[src/rtl/pixfmt_pkg.sv]
package pixfmt_pkg;
  localparam int MODE_PARALLEL = 0;
  localparam int MODE_DDR      = 1;
  localparam int NUM_SYNC      = 3;
endpackage

[src/rtl/pixfmt_sync_delay.sv]
module pixfmt_sync_delay #(
  parameter int W = 3
) (
  input  logic         clk,
  input  logic         rst,
  input  logic [W-1:0] d,
  output logic [W-1:0] q
);
  logic armed;

  always_ff @(posedge clk) begin
    if (rst) begin
      q     <= '0;
      armed <= 1'b0;
    end else begin
      q     <= d;
      armed <= 1'b1;
    end
  end

  // Controls leave one clock after capture
  assert_sync_latency_R7: assert property (@(posedge clk) disable iff (rst)
    armed |-> q == $past(d));
endmodule

[src/rtl/pixfmt_parallel_path.sv]
module pixfmt_parallel_path #(
  parameter int CW = 6
) (
  input  logic            clk,
  input  logic            rst,
  input  logic [3*CW-1:0] pix,
  input  logic            de,
  output logic [CW-1:0]   r_o,
  output logic [CW-1:0]   g_o,
  output logic [CW-1:0]   b_o
);
  logic armed;

  always_ff @(posedge clk) begin
    if (rst) begin
      r_o   <= '0;
      g_o   <= '0;
      b_o   <= '0;
      armed <= 1'b0;
    end else begin
      armed <= 1'b1;
      if (de) begin
        r_o <= pix[3*CW-1 -: CW];
        g_o <= pix[2*CW-1 -: CW];
        b_o <= pix[CW-1:0];
      end else begin
        r_o <= '0;
        g_o <= '0;
        b_o <= '0;
      end
    end
  end

  assert_active_pass_R1: assert property (@(posedge clk) disable iff (rst)
    (armed && $past(de)) |-> {r_o, g_o, b_o} == $past(pix));
  assert_blank_zero_R2: assert property (@(posedge clk) disable iff (rst)
    (armed && !$past(de)) |-> (r_o == '0 && g_o == '0 && b_o == '0));
endmodule

[src/rtl/pixfmt_ddr_path.sv]
module pixfmt_ddr_path #(
  parameter int CW = 6,
  parameter int WW = 8
) (
  input  logic                clk,
  input  logic                rst,
  input  logic [3*CW-1:0]     pix,
  output logic [3*WW/2-1:0]   rise_o,
  output logic [3*WW/2-1:0]   fall_o
);
  localparam int PAD    = WW - CW;
  localparam int WORD_W = 3 * WW;
  localparam int HALF_W = WORD_W / 2;

  logic [WORD_W-1:0] word;
  logic              armed;

  always_comb begin
    word = '0;
    for (int c = 0; c < 3; c++) begin
      word[c*WW + PAD +: CW] = pix[c*CW +: CW];
    end
  end

  always_ff @(posedge clk) begin
    if (rst) begin
      rise_o <= '0;
      fall_o <= '0;
      armed  <= 1'b0;
    end else begin
      rise_o <= word[HALF_W-1:0];
      fall_o <= word[WORD_W-1:HALF_W];
      armed  <= 1'b1;
    end
  end

  // Red sits at the top of the falling half, blue above the low pad
  assert_red_lane_R4: assert property (@(posedge clk) disable iff (rst)
    armed |-> fall_o[HALF_W-1 -: CW] == $past(pix[3*CW-1 -: CW]));
  assert_blue_lane_R5: assert property (@(posedge clk) disable iff (rst)
    armed |-> (rise_o[PAD +: CW] == $past(pix[CW-1:0]) && rise_o[PAD-1:0] == '0));
endmodule

[src/rtl/pixel_out_formatter.sv]
module pixel_out_formatter #(
  parameter int OUT_MODE = 0,
  parameter int COLOR_W  = 6,
  parameter int WIDE_W   = 8
) (
  input  logic                   clk,
  input  logic                   rst,
  input  logic [3*COLOR_W-1:0]   pix_in,
  input  logic                   hs_in,
  input  logic                   vs_in,
  input  logic                   de_in,
  output logic [COLOR_W-1:0]     vga_r,
  output logic [COLOR_W-1:0]     vga_g,
  output logic [COLOR_W-1:0]     vga_b,
  output logic [3*WIDE_W/2-1:0]  dvi_rise,
  output logic [3*WIDE_W/2-1:0]  dvi_fall,
  output logic                   hs_out,
  output logic                   vs_out,
  output logic                   de_out
);
  import pixfmt_pkg::*;

  localparam int HALF_W = 3 * WIDE_W / 2;

  logic [NUM_SYNC-1:0] ctl_q;

  pixfmt_sync_delay #(.W(NUM_SYNC)) u_sync (
    .clk (clk),
    .rst (rst),
    .d   ({hs_in, vs_in, de_in}),
    .q   (ctl_q)
  );
  assign {hs_out, vs_out, de_out} = ctl_q;

  generate
    if (OUT_MODE == MODE_PARALLEL) begin : g_parallel
      pixfmt_parallel_path #(.CW(COLOR_W)) u_par (
        .clk (clk),
        .rst (rst),
        .pix (pix_in),
        .de  (de_in),
        .r_o (vga_r),
        .g_o (vga_g),
        .b_o (vga_b)
      );
      assign dvi_rise = '0;
      assign dvi_fall = '0;
    end else begin : g_ddr
      pixfmt_ddr_path #(.CW(COLOR_W), .WW(WIDE_W)) u_ddr (
        .clk    (clk),
        .rst    (rst),
        .pix    (pix_in),
        .rise_o (dvi_rise),
        .fall_o (dvi_fall)
      );
      assign vga_r = '0;
      assign vga_g = '0;
      assign vga_b = '0;
    end
  endgenerate

  logic [HALF_W-1:0] unused_ok;
  assign unused_ok = dvi_rise ^ dvi_fall;

  // Blanking follows the registered enable in parallel mode
  assert_blank_aligned_R2: assert property (@(posedge clk) disable iff (rst)
    (OUT_MODE == MODE_PARALLEL && !de_out) |-> (vga_r == '0 && vga_g == '0 && vga_b == '0));
endmodule

[config.mk]
export PLATFORM = sky130hd
export DESIGN_NAME = pixel_out_formatter
export DESIGN_NICKNAME = d
export VERILOG_FILES = /design/src/rtl/pixfmt_pkg.sv /design/src/rtl/pixfmt_sync_delay.sv /design/src/rtl/pixfmt_parallel_path.sv /design/src/rtl/pixfmt_ddr_path.sv /design/src/rtl/pixel_out_formatter.sv
export SDC_FILE = /design/constraint.sdc
export NUM_CORES = 1
export LEC_CHECK = 0
export ABC_AREA = 0
export ABC_CLOCK_PERIOD_IN_PS = 1000
export BUFFER_PORTS_ARGS = -buffer_cell sky130_fd_sc_hd__buf_2
export CORE_MARGIN = 4
export CORE_UTILIZATION = 39
export CTS_CLUSTER_DIAMETER = 80
export DETAILED_ROUTE_END_ITERATION = 10
export HOLD_SLACK_MARGIN = 0.1
export PLACE_DENSITY = 0.85
export SLEW_MARGIN = 20
export SYNTH_ARGS = -nofsm -noshare
export SYNTH_HDL_FRONTEND = slang
export SYNTH_SLANG_ARGS = --single-unit
[constraint.sdc]
create_clock -name clk -period 1 [get_ports clk]
set_clock_uncertainty 0.15 [all_clocks]
set_input_delay 0.15 -clock clk [delete_from_list [all_inputs] [get_ports clk]]
set_output_delay 0.15 -clock clk [all_outputs]
set_load 0.02 [all_outputs]
==> qor.txt <==
crit path time final: 1.068 ns
postcts setup bufs: 0
hold_buf cts: 20
Worst Path Arrival: 0.77 ns
Yosys warning count: 0
hold_ws: 0.07324 ns
All-Layer GR Usage: 17.02%
crit-path cells: buf_6
Num Clock Sinks: 21
Largest stage delay, worst path: 0.36 ns
Seq/Total Area, Yosys: 52.09%
total power: 1645 uW
cell row count: 16
Hold Vio Cnt, Final: 0
routed length per instance: 15.32 um
PD cells: 1242 nW/um^2
critical path endpoint: vga_g[0]
slowest cell on the critical path: dfxtp_2
first-pass GRT wire length: 3256 um
Syn Std Cell Area: 807.0 sq um
initial antenna violation count: 0
Synth Instances: 70
FF+latch count, synth: 21
Crit. path cell count: 1
RSZ-0062 raised after global routing: yes
buffers plus inverters on the worst setup path: 1
Iteration-0 DRC Markers: 2
Setup TNS: -0.9476 ns
clock power share: 23.4%
CP delay by family, top: flip-flops
layout cells sized above 1: 52.63%
max_cap viols: 0
Core ar.: 1962 sq um
die area: 2861 sq um
clock slew at reported path FFs: 0.11 ns
Ant. Diodes: 0
final setup vio count: 21
number of global-route vias before repair: 643
Remaining DRCs: 0
switch share: 26.89%
FMAX: 0.9360 GHz
initial cell density of the core: 41.14%
Fill cells: 134
Sequential Power Share: 54.5%
H-tree levels: 1
pin count of the biggest net entering global routing: 22
drt via density: 4.000
Leak Pwr: 0.0007074 uW
Synth cell types: 9
crit-path max FO: 1
I/O pin count: 68
Die H: 53.49 um
GRT Residual Overflow: 0
Tcrit/Tclk final: 106.8%
CP Launch Point: g_parallel.u_par.g_o[0]$_SDFF_PP0_
PortBufs: 43
CP endpoint kind: output port
WL final: 2451 um
gpl congestion: 0.5758
failing checks: setup timing
mean post-synth cell area: 11.53 sq um
worst-case clock buffer depth: 2
worst setup margin: -0.06834 ns
layout net count: 157
Vias: 640
CTS root buffer: clkbuf_4
Pint: 1203 uW
peak supply drop: 0.5202 mV
outcome: finished with violations
min-delay worst type: input port to flop
Cells after DPL: 136
P&R area growth vs syn: 64.19%
Die Width: 53.49 um
drt pass-1 iters: 3
Worst EP required: 0.70 ns
Routed Antenna Nets: 0
Setup CP Type: flop to output port
TritonCTS clock tree: done
Net Sw Power: 442.4 uW
CTS buffer count: 3
Comb pwr share: 22.1%
post-place setup slack: 0.08840 ns
Slew Limit Fails: 0
post-route insts no fill: 160
hpwl dp: 1127 um
critical path launch point type: flop
Hold Crit Start: rst
[area by class of cell]
cell class	instances	area, sq um	area share, %
multi-input combinational	45	271.5	20.49
sequential	21	446.7	33.71
timing repair buffer	63	546.8	41.27
clock buffer	4	26.28	1.983
tap	27	33.78	2.550
[sequential cells by signal (all words and copies together), names as in the netlist]
signal	cells
u_sync.q	3
g_parallel.u_par.g_o	6
g_parallel.u_par.r_o	6
g_parallel.u_par.b_o	6
[Yosys cell counts (all sizes together)]
cell | count | area share [%]
nor2b | 2 | 1.6
and3b | 18 | 20
dfxtp | 21 | 52
and2b | 1 | 0.93
conb | 1 | 0.46
buf | 27 | 25
[worst min path at each step]
stage | to | slack [ns] | cells after the start
final | u_sync.q[1]$_SDFF_PP0_ | 0.07 | 2
after global routing | u_sync.q[2]$_SDFF_PP0_ | 0.09 | 2
after CTS | u_sync.q[1]$_SDFF_PP0_ | 0.06 | 2
after detailed placement | u_sync.q[1]$_SDFF_PP0_ | 0.22 | 2
after global placement | u_sync.q[2]$_SDFF_PP0_ | 0.21 | 2
after floorplan | u_sync.q[1]$_SDFF_PP0_ | 0.13 | 1
[routing by layer]
| layer | global-route usage (%) | vias up | share of wire [%] |
|---|---|---|---|
| met1 | 19.39 | 287 | 39 |
| met5 | 0 | - | 0 |
| met2 | 29.59 | 49 | 48 |
| met3 | 3.944 | 2 | 12 |
| li1 | - | 302 | - |
| met4 | 7.660 | 0 | 0.78 |
[power by group through the flow]
stage	clock (uW)	combinational (uW)	sequential (uW)
2_1_floorplan	0	194	945
3_3_place_gp	0	242	897
3_5_place_dp	0	247	898
4_1_cts	382	348	893
5_1_grt	429	383	899
6_report	384	364	897
[cells by family after synthesis]
family | count (synthesis) | share of synthesized area, %
buffers and inverters | 27 | 24.96
flip-flops | 21 | 52.09
AND/OR/NAND/NOR | 21 | 22.48
other | 1 | 0.4647
[placed cells by master (no fill, tap or decap)]
cell           Yosys  routed
buf_2              2      22
and2b_1            1       1
dlygate4sd3_1      0      20
and3b_1           15      15
and3b_2            3       3
clkbuf_1           0       1
nor2b_1            2       2
clkbuf_4           0       3
dfxtp_2            0      21
buf_6              1      21
conb_1             1      24
[stage by stage]
stage,util [%],instance area [sq um]
2_1_floorplan,-,893.4
3_3_place_gp,47.96,940.9
3_5_place_dp,47.96,940.9
4_1_cts,67.54,1325
5_1_grt,67.54,1325
6_report,67.54,1325
[timing repair]
action | CTS | global route
resized for setup | 63 | 0
pin swaps | 0 | 0
hold endpoints to repair | 21 | 1
setup endpoints to repair | 21 | 21
Power figures use the tool's default switching activity.
